`src/rtl/lrsc_pkg.sv`:
```
package lrsc_pkg;
  typedef enum logic [1:0] {
    OP_LR     = 2'd0,
    OP_SC     = 2'd1,
    OP_ST     = 2'd2,
    OP_ST_ALT = 2'd3
  } lrsc_op_e;
endpackage

```
`src/rtl/lrsc_arbiter.sv`:
```
module lrsc_arbiter #(
  parameter int NUM_CORES = 4,
  localparam int IDX_W = (NUM_CORES > 1) ? $clog2(NUM_CORES) : 1
) (
  input  logic [NUM_CORES-1:0] req_i,
  output logic [NUM_CORES-1:0] gnt_o,
  output logic [IDX_W-1:0]     idx_o
);
  logic found;

  always_comb begin
    gnt_o = '0;
    idx_o = '0;
    found = 1'b0;
    for (int i = 0; i < NUM_CORES; i++) begin
      if (req_i[i] && !found) begin
        gnt_o[i] = 1'b1;
        idx_o    = IDX_W'(i);
        found    = 1'b1;
      end
    end
  end
endmodule

```
`src/rtl/lrsc_resv_table.sv`:
```
module lrsc_resv_table #(
  parameter int NUM_CORES = 4,
  parameter int ADDR_W    = 4,
  localparam int IDX_W = (NUM_CORES > 1) ? $clog2(NUM_CORES) : 1
) (
  input  logic                 clk_i,
  input  logic                 rst_ni,
  input  logic [NUM_CORES-1:0] gnt_i,
  input  logic [IDX_W-1:0]     idx_i,
  input  logic [1:0]           op_i,
  input  logic [ADDR_W-1:0]    addr_i,
  input  logic                 wr_en_i,
  output logic                 own_hit_o,
  output logic [NUM_CORES-1:0] vld_o
);
  import lrsc_pkg::*;

  logic [ADDR_W-1:0] addr_q [NUM_CORES];
  logic              is_lr, is_sc;

  assign is_lr = (op_i == OP_LR);
  assign is_sc = (op_i == OP_SC);

  for (genvar c = 0; c < NUM_CORES; c++) begin : g_resv
    always_ff @(posedge clk_i or negedge rst_ni) begin
      if (!rst_ni) begin
        vld_o[c]  <= 1'b0;
        addr_q[c] <= '0;
      end else if (gnt_i[c] && is_lr) begin
        vld_o[c]  <= 1'b1;
        addr_q[c] <= addr_i;
      end else if (gnt_i[c] && is_sc) begin
        vld_o[c]  <= 1'b0;
      end else if (wr_en_i && vld_o[c] && addr_q[c] == addr_i) begin
        // snoop: any completed write kills matching reservations
        vld_o[c]  <= 1'b0;
      end
    end
  end

  assign own_hit_o = vld_o[idx_i] && (addr_q[idx_i] == addr_i);
endmodule

```
`src/rtl/lrsc_word_mem.sv`:
```
module lrsc_word_mem #(
  parameter int ADDR_W = 4,
  parameter int DATA_W = 16,
  localparam int DEPTH = 1 << ADDR_W
) (
  input  logic              clk_i,
  input  logic              rst_ni,
  input  logic              we_i,
  input  logic [ADDR_W-1:0] addr_i,
  input  logic [DATA_W-1:0] wdata_i,
  output logic [DATA_W-1:0] rdata_o
);
  logic [DATA_W-1:0] mem_q [DEPTH];

  for (genvar w = 0; w < DEPTH; w++) begin : g_word
    always_ff @(posedge clk_i or negedge rst_ni) begin
      if (!rst_ni)                              mem_q[w] <= '0;
      else if (we_i && addr_i == ADDR_W'(w))   mem_q[w] <= wdata_i;
    end
  end

  assign rdata_o = mem_q[addr_i];
endmodule

```
`src/rtl/lrsc_monitor.sv`:
```
module lrsc_monitor #(
  parameter int NUM_CORES = 4,
  parameter int ADDR_W    = 4,
  parameter int DATA_W    = 16,
  localparam int IDX_W = (NUM_CORES > 1) ? $clog2(NUM_CORES) : 1
) (
  input  logic                          clk_i,
  input  logic                          rst_ni,
  input  logic [NUM_CORES-1:0]          req_valid_i,
  input  logic [2*NUM_CORES-1:0]        req_op_i,
  input  logic [ADDR_W*NUM_CORES-1:0]   req_addr_i,
  input  logic [DATA_W*NUM_CORES-1:0]   req_wdata_i,
  output logic [NUM_CORES-1:0]          grant_o,
  output logic [NUM_CORES-1:0]          rsp_valid_o,
  output logic [DATA_W-1:0]             rsp_rdata_o,
  output logic                          rsp_ok_o
);
  import lrsc_pkg::*;

  logic [1:0]        op_a   [NUM_CORES];
  logic [ADDR_W-1:0] addr_a [NUM_CORES];
  logic [DATA_W-1:0] data_a [NUM_CORES];

  for (genvar c = 0; c < NUM_CORES; c++) begin : g_unpack
    assign op_a[c]   = req_op_i[2*c +: 2];
    assign addr_a[c] = req_addr_i[ADDR_W*c +: ADDR_W];
    assign data_a[c] = req_wdata_i[DATA_W*c +: DATA_W];
  end

  logic [IDX_W-1:0]     sel_idx;
  logic [1:0]           sel_op;
  logic [ADDR_W-1:0]    sel_addr;
  logic [DATA_W-1:0]    sel_data;
  logic                 any_gnt, own_hit, mem_we, is_sc, is_st;
  logic [NUM_CORES-1:0] resv_vld;
  logic [DATA_W-1:0]    mem_rdata;

  lrsc_arbiter #(.NUM_CORES(NUM_CORES)) i_arb (
    .req_i (req_valid_i),
    .gnt_o (grant_o),
    .idx_o (sel_idx)
  );

  assign sel_op   = op_a[sel_idx];
  assign sel_addr = addr_a[sel_idx];
  assign sel_data = data_a[sel_idx];
  assign any_gnt  = |grant_o;
  assign is_sc    = (sel_op == OP_SC);
  assign is_st    = sel_op[1];
  assign mem_we   = any_gnt && (is_st || (is_sc && own_hit));

  lrsc_resv_table #(.NUM_CORES(NUM_CORES), .ADDR_W(ADDR_W)) i_resv (
    .clk_i     (clk_i),
    .rst_ni    (rst_ni),
    .gnt_i     (grant_o),
    .idx_i     (sel_idx),
    .op_i      (sel_op),
    .addr_i    (sel_addr),
    .wr_en_i   (mem_we),
    .own_hit_o (own_hit),
    .vld_o     (resv_vld)
  );

  lrsc_word_mem #(.ADDR_W(ADDR_W), .DATA_W(DATA_W)) i_mem (
    .clk_i   (clk_i),
    .rst_ni  (rst_ni),
    .we_i    (mem_we),
    .addr_i  (sel_addr),
    .wdata_i (sel_data),
    .rdata_o (mem_rdata)
  );

  always_ff @(posedge clk_i or negedge rst_ni) begin
    if (!rst_ni) begin
      rsp_valid_o <= '0;
      rsp_rdata_o <= '0;
      rsp_ok_o    <= 1'b0;
    end else begin
      rsp_valid_o <= grant_o;
      if (any_gnt) begin
        rsp_rdata_o <= mem_rdata;
        rsp_ok_o    <= !(is_sc && !own_hit);
      end
    end
  end
endmodule

```
`config.mk`:
```
export PLATFORM = sky130hd
export DESIGN_NAME = lrsc_monitor
export DESIGN_NICKNAME = d
export VERILOG_FILES = /design/src/rtl/lrsc_pkg.sv /design/src/rtl/lrsc_arbiter.sv /design/src/rtl/lrsc_resv_table.sv /design/src/rtl/lrsc_word_mem.sv /design/src/rtl/lrsc_monitor.sv
export SDC_FILE = /design/constraint.sdc
export NUM_CORES = 1
export LEC_CHECK = 0
export BUFFER_PORTS_ARGS = -buffer_cell sky130_fd_sc_hd__buf_2
export CAP_MARGIN = 10
export CORE_MARGIN = 4
export CORE_UTILIZATION = 38
export CTS_CLUSTER_DIAMETER = 200
export CTS_CLUSTER_SIZE = 16
export DETAILED_ROUTE_END_ITERATION = 7
export SYNTH_ARGS = -nofsm -noshare
export SYNTH_HDL_FRONTEND = slang
export SYNTH_HIERARCHICAL = 1
export SYNTH_SLANG_ARGS = --single-unit
```
`constraint.sdc`:
```
create_clock -name clk_i -period 4.77 [get_ports clk_i]
set_input_delay 0.477 -clock clk_i [delete_from_list [all_inputs] [get_ports clk_i]]
set_output_delay 0.477 -clock clk_i [all_outputs]
set_load 0.03 [all_outputs]
```
==> results of run 1 <==
logic make-up after synthesis:
family,synth area share (%)
xor gates and xnor gates,1.25
AOI/OAI and AO/OA,2.10
and+or+nand+nor,2.82
buffers and inverters,2.72
DFF,53.1
muxes,38.0
metrics by stage:
step	instances	cell area [um2]	utilization (%)	power [mW]	setup slack (ns)
global route	1465	15800	43.5	8.94	0.951
finish	1465	15800	43.5	8.43	1.23
floorplan	879	14000	-	6.09	0.567
detailed placement	1440	15300	41.9	6.80	0.668
CTS	1465	15800	43.5	8.53	1.21
global placement	1440	15300	41.9	6.71	0.723
worst max-delay path, stage by stage:
cell and delay [ns]:
sky130_fd_sc_hd__buf_2 0.11, sky130_fd_sc_hd__nand2b_4 0.15, sky130_fd_sc_hd__a21oi_4 0.37, sky130_fd_sc_hd__mux4_2 0.76, sky130_fd_sc_hd__xnor2_1 0.22, sky130_fd_sc_hd__nand3_1 0.10
sky130_fd_sc_hd__nor3_2 0.16, sky130_fd_sc_hd__a21oi_1 0.09, sky130_fd_sc_hd__nor2_1 0.09, sky130_fd_sc_hd__buf_4 0.17, sky130_fd_sc_hd__nand3_1 0.19, sky130_fd_sc_hd__or3_1 0.47
sky130_fd_sc_hd__buf_4 0.26, sky130_fd_sc_hd__mux2_2 0.30
timing repair:
item                                   in CTS  in global routing
endpoints found under the hold margin      19                  0
hold buffers                                1                  0
gates resized for setup                     0                  0
worst paths after layout:
path,start,cells after the start,end
min in group asynchronous,rst_ni,2,i_mem/mem_q[246]
setup / recovery,req_valid_i[2],14,i_mem/mem_q[62]
hold / removal,req_valid_i[0],1,rsp_valid_o[0]
setup reg to reg,i_resv/addr_q[11],11,i_mem/mem_q[62]
hold reg to reg,i_mem/mem_q[84],1,i_mem/mem_q[84]
max in group asynchronous,rst_ni,3,i_mem/mem_q[159]
power by group through the flow:
stage          registers (mW)  clock network [mW]  logic, mW
6_report                 4.20                1.70       2.52
3_3_place_gp             4.22                   0       2.48
4_1_cts                  4.21                1.77       2.55
2_1_floorplan            4.18                   0       1.91
3_5_place_dp             4.25                   0       2.55
5_1_grt                  4.34                1.85       2.75
final cells by class:
cell class,count,area (um2)
clock buffers,23,576
clock inverters,1,8.76
fillers,3321,20600
inverters,2,7.51
multi-input cells,509,6210
flip-flops and latches,297,7430
well taps,468,586
repair buffers,165,1030
cell usage in the layout (no fill, tap or decap), types with 14 or more instances in the layout:
| cell type | synthesis | routed |
|---|---|---|
| sky130_fd_sc_hd__buf_4 | 8 | 40 |
| sky130_fd_sc_hd__mux2_2 | 288 | 288 |
| sky130_fd_sc_hd__mux4_2 | 86 | 84 |
| sky130_fd_sc_hd__xor2_1 | 14 | 14 |
| sky130_fd_sc_hd__a22oi_1 | 32 | 32 |
| sky130_fd_sc_hd__nand2_1 | 17 | 17 |
| sky130_fd_sc_hd__buf_2 | 25 | 117 |
| sky130_fd_sc_hd__dfrtp_1 | 297 | 297 |
| sky130_fd_sc_hd__clkbuf_16 | 0 | 23 |
routing by layer:
| metal | GRT usage [%] | vias to the layer above | routed length, um |
|---|---|---|---|
| met5 | 0 | - | 0 |
| met4 | 2.67 | 0 | 410 |
| met3 | 2.45 | 25 | 1520 |
| met2 | 27.8 | 140 | 16100 |
| met1 | 24.0 | 4346 | 15000 |
| li1 | - | 3526 | - |
flip-flops by register name, indices dropped and copies added, names as in the netlist:
signal	count
i_mem/mem_q	256
i_resv/addr_q	16
rsp_rdata_o	16
rsp_valid_o	4
i_resv/vld_o	4
rsp_ok_o	1
==> results.py, run 1 <==
metrics = {
    "outcome": {
        "status": "complete, no violations",
    },
    "timing": {
        "final.period_utilization_pct": 74.2,
        "max_slew.worst_pin.slew_ns": 0.912,
        "slew_headroom_pct": 39.2,
        "finalSetupTns_ns": 0,
        "setup-violations-final": 0,
        "final.hold.worst_slack_ns": 0.209,
        "rsz0062_at_grt": "false",
        "slew_violations": 0,
        "fin_worst_skew_ns": 0.0151,
        "max_freq_ghz": 0.283,
        "shortest_period_the_worst_path_allows_ns": 3.54,
        "report.final.hold_viol_count": 0,
    },
    "power_and_ir_drop": {
        "p_per_area_nw_per_um2": 532,
        "power.switching_fraction_pct": 28.2,
        "share_seq_of_total_power_pct": 49.9,
        "combPwrFrac_pct": 29.9,
        "power.internal_mw": 6.05,
        "p_leak_nw": 6.96,
        "switchingPower_mw": 2.38,
        "clockPowerShare_pct": 20.2,
        "ir_drop_worst_vdd_mv": 0.232,
    },
    "logic_synthesis": {
        "syn_nets": 973,
        "synth_common_cells": "sky130_fd_sc_hd__dfrtp_1, sky130_fd_sc_hd__mux2_2, sky130_fd_sc_hd__mux4_2, sky130_fd_sc_hd__a22oi_1, sky130_fd_sc_hd__clkbuf_1",
        "yosys-top-cells-area": "sky130_fd_sc_hd__dfrtp_1, sky130_fd_sc_hd__mux2_2, sky130_fd_sc_hd__mux4_2, sky130_fd_sc_hd__a22oi_1, sky130_fd_sc_hd__mux4_1",
        "synth_sequential_area_ratio_pct": 53.1,
        "yosys_warnings": 6,
        "synth_cells": 879,
        "syn_avg_cell_area_um2": 15.9,
        "synth-edff-count": 0,
        "synth_area_leader_cell": "sky130_fd_sc_hd__dfrtp_1",
        "postSynthRegisterBits": 297,
        "yosys.cell_types.count": 35,
        "synthFlopType": "sky130_fd_sc_hd__dfrtp_1",
        "syn-cell-area_um2": 14000,
        "synthArstFlopShare_pct": 100,
        "yosysMostFrequentCell": "sky130_fd_sc_hd__dfrtp_1",
        "synth.top_cell.area_share_pct": 53.1,
    },
    "placement": {
        "io_buffers": 118,
        "detailed_place_hpwl_um": 21800,
        "place_congestion": 0.791,
    },
    "detailed_routing": {
        "post_drt_via_cell_ratio": 5.49,
        "final_antenna_net_count": 0,
        "vias": 8037,
        "detail_route.first_pass.iterations": 4,
        "route.final.wire_length_um": 33100,
        "drt_iter0_markers": 459,
        "detail_route.drc_violations": 0,
        "wire_per_inst_um": 22.6,
    },
    "run": {
        "drv_cap": 0,
    },
    "critical_path": {
        "timing.reg2reg.setup_slack_ns": 1.73,
        "setup.worst_path.start_class": "input port",
        "timing_worst_setup_path_type": "in -> reg",
        "crit_fanout": 17,
        "cp.required_ns": 5.18,
        "worstPathArrival_ns": 3.94,
        "endpoint_kind": "flop",
    },
    "global_routing": {
        "grt_max_degree": 120,
        "wire_length_of_the_first_global_routing_pass_um": 51500,
        "vias_in_the_first_global_route": 8557,
        "global_route.overflow_total": 0,
        "grt_util_all_layers_pct": 16.7,
        "antenna_found_initial": 0,
    },
    "clock_network": {
        "cts_setup_buffers": 0,
        "clock_latency_ns": 0.53,
        "tritoncts": "done",
        "cts_root_buf": "sky130_fd_sc_hd__clkbuf_16",
        "max-clock-path-buffers": 3,
        "clkSlewWorstSetupHoldPaths_ns": 0.07,
        "h-tree-depth": 1,
        "cts_num_sinks": 297,
        "number_of_buffers_created_by_cts": 22,
    },
    "floorplanning": {
        "floorplan.initialDensity_pct": 38.4,
        "die_y_um": 200,
        "floorplan.io_pins": 119,
        "placement_rows": 70,
        "die-width_um": 200,
        "fp.coreArea_um2": 36400,
        "dieArea_um2": 39900,
    },
    "hold_path": {
        "worstHoldPathType": "in -> reg",
    },
    "cells_and_area": {
        "nNetsFinal": 1091,
        "drive_above_1_share_pct": 58.5,
        "syn2layout_area_growth_pct": 13.3,
        "antenna-diode-count": 0,
    },
}
(Power assumes the default switching activity.)
==> inputs of run 2 (changes only) <==
- clock period: 4.77 -> 3.6 ns (I/O delays scaled with it)
==> run 2 against run 1 <==
Power up 33%; clock power increased by 32%; worst hold slack got worse by 0.15 ns; highest routed layer unchanged.
==> results.py, run 2 (synthesized netlist as in run 1, its figures left out) <==
metrics = {
    "outcome": {
        "status": "complete, no violations",
    },
    "timing": {
        "shortest_period_the_worst_path_allows_ns": 3.08,
        "max_slew.worst_pin.slew_ns": 1.04,
        "setup-violations-final": 0,
        "rsz0062_at_grt": "false",
        "slew_headroom_pct": 31.0,
        "slew_violations": 0,
        "fin_worst_skew_ns": 0.0197,
        "max_freq_ghz": 0.324,
        "report.final.hold_viol_count": 0,
        "final.period_utilization_pct": 85.7,
        "final.hold.worst_slack_ns": 0.0620,
    },
    "floorplanning": {
        "die-width_um": 200,
        "floorplan.initialDensity_pct": 38.4,
        "dieArea_um2": 39900,
        "floorplan.io_pins": 119,
        "placement_rows": 70,
        "die_y_um": 200,
        "fp.coreArea_um2": 36400,
    },
    "detailed_routing": {
        "post_drt_via_cell_ratio": 5.40,
        "wire_per_inst_um": 21.8,
        "final_antenna_net_count": 0,
        "vias": 7975,
        "detail_route.first_pass.iterations": 4,
        "drt_iter0_markers": 375,
        "route.final.wire_length_um": 32200,
        "detail_route.drc_violations": 0,
    },
    "global_routing": {
        "antenna_found_initial": 0,
        "grt_max_degree": 102,
        "grt_util_all_layers_pct": 16.4,
        "wire_length_of_the_first_global_routing_pass_um": 50900,
        "vias_in_the_first_global_route": 8491,
        "global_route.overflow_total": 0,
    },
    "cells_and_area": {
        "largest_register": "i_mem/mem_q",
        "syn2layout_area_growth_pct": 14.8,
        "final_cell_count_no_fill": 1476,
        "drive_above_1_share_pct": 59.1,
        "layout_common_cells": "sky130_fd_sc_hd__dfrtp_1, sky130_fd_sc_hd__mux2_2, sky130_fd_sc_hd__buf_2",
        "final_common_cell": "sky130_fd_sc_hd__dfrtp_1",
        "fillerInstances": 3333,
        "biggestRegsByFlops": "i_mem/mem_q (256), i_resv/addr_q (16), rsp_rdata_o (16)",
        "antenna-diode-count": 0,
        "multiInputGateArea_um2": 6230,
        "largest_reg_flops": 256,
        "nNetsFinal": 1102,
        "final_standard_cell_utilization_of_the_core_pct": 44.1,
        "final-seq-area_um2": 7430,
    },
    "clock_network": {
        "cts_hold_repair.buffers": 1,
        "clkSlewWorstSetupHoldPaths_ns": 0.07,
        "cts_setup_buffers": 0,
        "number_of_buffers_created_by_cts": 22,
        "cts_root_buf": "sky130_fd_sc_hd__clkbuf_16",
        "clock_latency_ns": 0.52,
        "h-tree-depth": 1,
        "cts_num_sinks": 297,
        "tritoncts": "done",
        "max-clock-path-buffers": 3,
        "post_cts.resized_instances": 0,
    },
    "critical_path": {
        "worstPathArrival_ns": 3.48,
        "crit_path_cell_trace": "buf_2 > nand2b_4 > a21oi_4 > buf_4 > mux4_1 > xnor2_1 > nand3_1 > nor3_2 > a21oi_1 > nor2_2 > nand3_1 > buf_4 > nor2_2 > buf_4 > mux2_2",
        "crit_fanout": 8,
        "r2r_end": "i_mem/mem_q[0]",
        "endpoint_kind": "flop",
        "cp.required_ns": 3.99,
        "timing.critical_path.buf_inv": 4,
        "timing.reg2reg.setup_slack_ns": 0.75,
        "crit_family": "multiplexers",
        "critical_path.slowest_cell": "sky130_fd_sc_hd__mux4_1",
        "setup.worst_path.start_class": "input port",
        "reg2reg_from": "i_resv/addr_q[6]",
        "critical_path.most_common_cell": "sky130_fd_sc_hd__buf_4",
        "largest_stage_delay_worst_path_ns": 0.58,
        "reg2reg_depth": 11,
        "timing_worst_setup_path_type": "in -> reg",
    },
    "hold_path": {
        "whs_path_depth": 1,
        "worstHoldPathType": "in -> reg",
        "min_delay_worst_endpoint": "rsp_valid_o[0]",
        "worstHoldStart": "req_valid_i[0]",
    },
    "power_and_ir_drop": {
        "p_leak_nw": 7.05,
        "ir_drop_worst_vdd_mv": 0.242,
        "p_per_area_nw_per_um2": 697,
    },
    "placement": {
        "io_buffers": 118,
        "place_congestion": 0.732,
        "numPlacedInstances": 1451,
        "detailed_place_hpwl_um": 21100,
    },
    "run": {
        "drv_cap": 0,
    },
}
run 2: changes by cell type in the layout (fill, tap and decap cells not counted), sizes merged:
| cell | before | now |
|---|---|---|
| buf | 164 | 175 |
run 2: routing by layer:
| layer | part of all wire, % | track usage, % |
|---|---|---|
| met5 | 0 | 0 |
| met4 | 1.0 | 2.34 |
| met3 | 3.2 | 1.81 |
| met2 | 48 | 26.6 |
| met1 | 48 | 24.7 |
run 2: power breakdown:
part	leakage, nW	switching [mW]	internal (mW)
Sequential	3.71	0.731	4.84
Combinational	3.05	1.30	2.07
Clock	0.288	1.12	1.13
run 2: per-stage QoR:
| stage | setup slack (ns) | power (mW) | cell area (um2) | TNS [ns] |
|---|---|---|---|---|
| 3_3_place_gp | -0.0161 | 8.92 | 15500 | -0.170 |
| 6_report | 0.516 | 11.2 | 16100 | 0 |
| 5_1_grt | 0.351 | 11.9 | 16100 | 0 |
| 2_1_floorplan | 0.000936 | 8.08 | 14000 | 0 |
| 4_1_cts | 0.502 | 11.3 | 16100 | 0 |
| 3_5_place_dp | -0.0473 | 9.05 | 15500 | -0.857 |
run 2: cell type report:
type                       count  area share (%)
clock buffer                  23            3.59
clock inverter                 1          0.0546
inverter                       2          0.0468
multi-input combinational    509            38.8
sequential                   297            46.3
tap                          468            3.65
timing repair buffer         176            7.56
run 2: how the worst max path moves through the flow:
stage,from,to,slack [ns],cells past startpoint
floorplan,req_valid_i[2],i_mem/mem_q[181],0.0009,15
global placement,req_valid_i[2],i_mem/mem_q[3],-0.02,15
detailed placement,req_valid_i[2],i_mem/mem_q[16],-0.05,15
CTS,req_valid_i[2],i_mem/mem_q[16],0.50,15
global route,req_valid_i[2],i_mem/mem_q[15],0.35,15
finish,req_valid_i[2],i_mem/mem_q[0],0.52,15
==> inputs of run 3 (changes only) <==
- REMOVE_ABC_BUFFERS: unset -> 1
==> run 3 against run 2 <==
Global-route usage grew 0.89 points; critical path depth shrank 1; clock skew shrank 0.0078 ns; non-clock buffer count grew 9; combinational power is essentially flat; sequential cell count is the same; worst setup slack lost 0.10 ns; die area is the same; largest cell class unchanged.
==> results.py, run 3 (synthesized netlist as in run 1, its figures left out) <==
metrics = {
    "outcome": {
        "status": "complete, no violations",
    },
    "timing": {
        "max_slew.worst_pin.slew_ns": 1.14,
        "slew_violations": 0,
        "shortest_period_the_worst_path_allows_ns": 3.19,
        "setup-violations-final": 0,
        "fin_worst_skew_ns": 0.0120,
        "final.hold.worst_slack_ns": 0.111,
        "slew_headroom_pct": 23.6,
        "report.final.hold_viol_count": 0,
        "rsz0062_at_grt": "false",
        "max_freq_ghz": 0.314,
        "final.period_utilization_pct": 88.6,
    },
    "detailed_routing": {
        "detail_route.first_pass.iterations": 4,
        "route.final.wire_length_um": 33700,
        "vias": 8151,
        "post_drt_via_cell_ratio": 5.49,
        "drt_iter0_markers": 416,
        "final_antenna_net_count": 0,
        "detail_route.drc_violations": 0,
        "wire_per_inst_um": 22.7,
    },
    "floorplanning": {
        "floorplan.initialDensity_pct": 38.4,
        "placement_rows": 70,
        "floorplan.io_pins": 119,
        "die_y_um": 200,
        "die-width_um": 200,
        "fp.coreArea_um2": 36400,
        "dieArea_um2": 39900,
    },
    "placement": {
        "detailed_place_hpwl_um": 22000,
        "placedInstanceArea_um2": 15500,
        "place_congestion": 0.776,
        "numPlacedInstances": 1460,
        "io_buffers": 118,
    },
    "cells_and_area": {
        "fin_area_um2": 16100,
        "syn2layout_area_growth_pct": 15.2,
        "final_standard_cell_utilization_of_the_core_pct": 44.2,
        "antenna-diode-count": 0,
        "layout_common_cells": "sky130_fd_sc_hd__dfrtp_1, sky130_fd_sc_hd__mux2_2, sky130_fd_sc_hd__buf_2",
        "largest_reg_flops": 256,
        "final_common_cell": "sky130_fd_sc_hd__dfrtp_1",
        "largest_register": "i_mem/mem_q",
        "nNetsFinal": 1111,
        "final_cell_count_no_fill": 1485,
        "biggestRegsByFlops": "i_mem/mem_q (256), i_resv/addr_q (16), rsp_rdata_o (16)",
        "drive_above_1_share_pct": 59.4,
    },
    "critical_path": {
        "endpoint_kind": "flop",
        "crit_fanout": 12,
        "setup.worst_path.start_class": "input port",
        "cp.required_ns": 4.00,
        "timing_worst_setup_path_type": "in -> reg",
        "worstPathArrival_ns": 3.59,
    },
    "clock_network": {
        "max-clock-path-buffers": 3,
        "cts_setup_buffers": 0,
        "cts_root_buf": "sky130_fd_sc_hd__clkbuf_16",
        "clkSlewWorstSetupHoldPaths_ns": 0.07,
        "h-tree-depth": 1,
        "number_of_buffers_created_by_cts": 22,
        "clock_latency_ns": 0.52,
        "tritoncts": "done",
        "cts_num_sinks": 297,
    },
    "run": {
        "drv_cap": 0,
    },
    "power_and_ir_drop": {
        "ir_drop_worst_vdd_mv": 0.342,
        "p_per_area_nw_per_um2": 694,
        "p_leak_nw": 7.09,
        "post-layout-total-power_mw": 11.2,
    },
    "global_routing": {
        "vias_in_the_first_global_route": 8870,
        "grt.met2_usage_pct": 29.2,
        "global_route_met3_utilization_pct": 1.81,
        "antenna_found_initial": 0,
        "global_route.overflow_total": 0,
        "gr-usage-met1_pct": 24.9,
        "top_usage_layer": "met2",
        "grt_util_all_layers_pct": 17.3,
        "wire_length_of_the_first_global_routing_pass_um": 53300,
        "grt_max_degree": 95,
    },
    "hold_path": {
        "worstHoldPathType": "in -> reg",
    },
}
==> run 3: worst max-delay path, stage by stage <==
cell and delay (ns):
sky130_fd_sc_hd__buf_2 0.11, sky130_fd_sc_hd__nand2b_4 0.15, sky130_fd_sc_hd__a21oi_4 0.19, sky130_fd_sc_hd__buf_12 0.16, sky130_fd_sc_hd__mux4_4 0.68, sky130_fd_sc_hd__xor2_1 0.20, sky130_fd_sc_hd__nor3_2 0.19, sky130_fd_sc_hd__a21oi_1 0.08
sky130_fd_sc_hd__nor2_1 0.38, sky130_fd_sc_hd__nand3b_1 0.16, sky130_fd_sc_hd__buf_4 0.19, sky130_fd_sc_hd__nor2_2 0.18, sky130_fd_sc_hd__buf_12 0.20, sky130_fd_sc_hd__mux2_2 0.35
==> run 3: report_power, final <==
group          leakage (nW)  total, mW  internal (mW)  switching (mW)
registers              3.71       5.58           4.84           0.741
clock network         0.288       2.27           1.13            1.13
logic                  3.09       3.34           2.08            1.27
==> run 3: per-layer routing <==
| layer | vias up | routed length [um] |
|---|---|---|
| li1 | 3568 | - |
| met1 | 4410 | 15400 |
| met2 | 140 | 16700 |
| met3 | 33 | 1210 |
| met4 | 0 | 450 |
| met5 | - | 0 |
==> run 3: through the flow <==
stage / setup WS (ns) / setup TNS, ns
after floorplan: -2.89 / -737.57
after global placement: -0.0233 / -0.268
after detailed placement: -0.0819 / -8.04
after CTS: 0.438 / 0
after global routing: 0.238 / 0
final: 0.412 / 0
==> run 3: layout make-up <==
cell class	count	area [um2]
fillers	3282	20300
flip-flops and latches	297	7430
multi-input cells	509	6210
repair buffers	185	1290
well taps	468	586
clock buffers	23	576
clock inverters	1	8.76
inverters	2	7.51
==> run 3: path summary, 6_finish.rpt <==
path / start / to / slack, ns / cells after the start
worst max-delay path: req_valid_i[2] / i_mem/mem_q[138] / 0.41 / 14
worst min-delay path: req_valid_i[1] / rsp_valid_o[3] / 0.11 / 2
worst max register to register: i_resv/addr_q[6] / i_mem/mem_q[138] / 0.59 / 11
worst min register to register: rsp_rdata_o[11] / rsp_rdata_o[11] / 0.50 / 1
max in group asynchronous: rst_ni / i_resv/vld_o[2] / 2.24 / 3
min in group asynchronous: rst_ni / i_mem/mem_q[94] / 0.45 / 2
==> run 3: timing repair <==
| action | in CTS | in global routing |
|---|---|---|
| hold buffers | 1 | 0 |
| gates resized for setup | 0 | 0 |
| hold endpoints to repair | 89 | 0 |
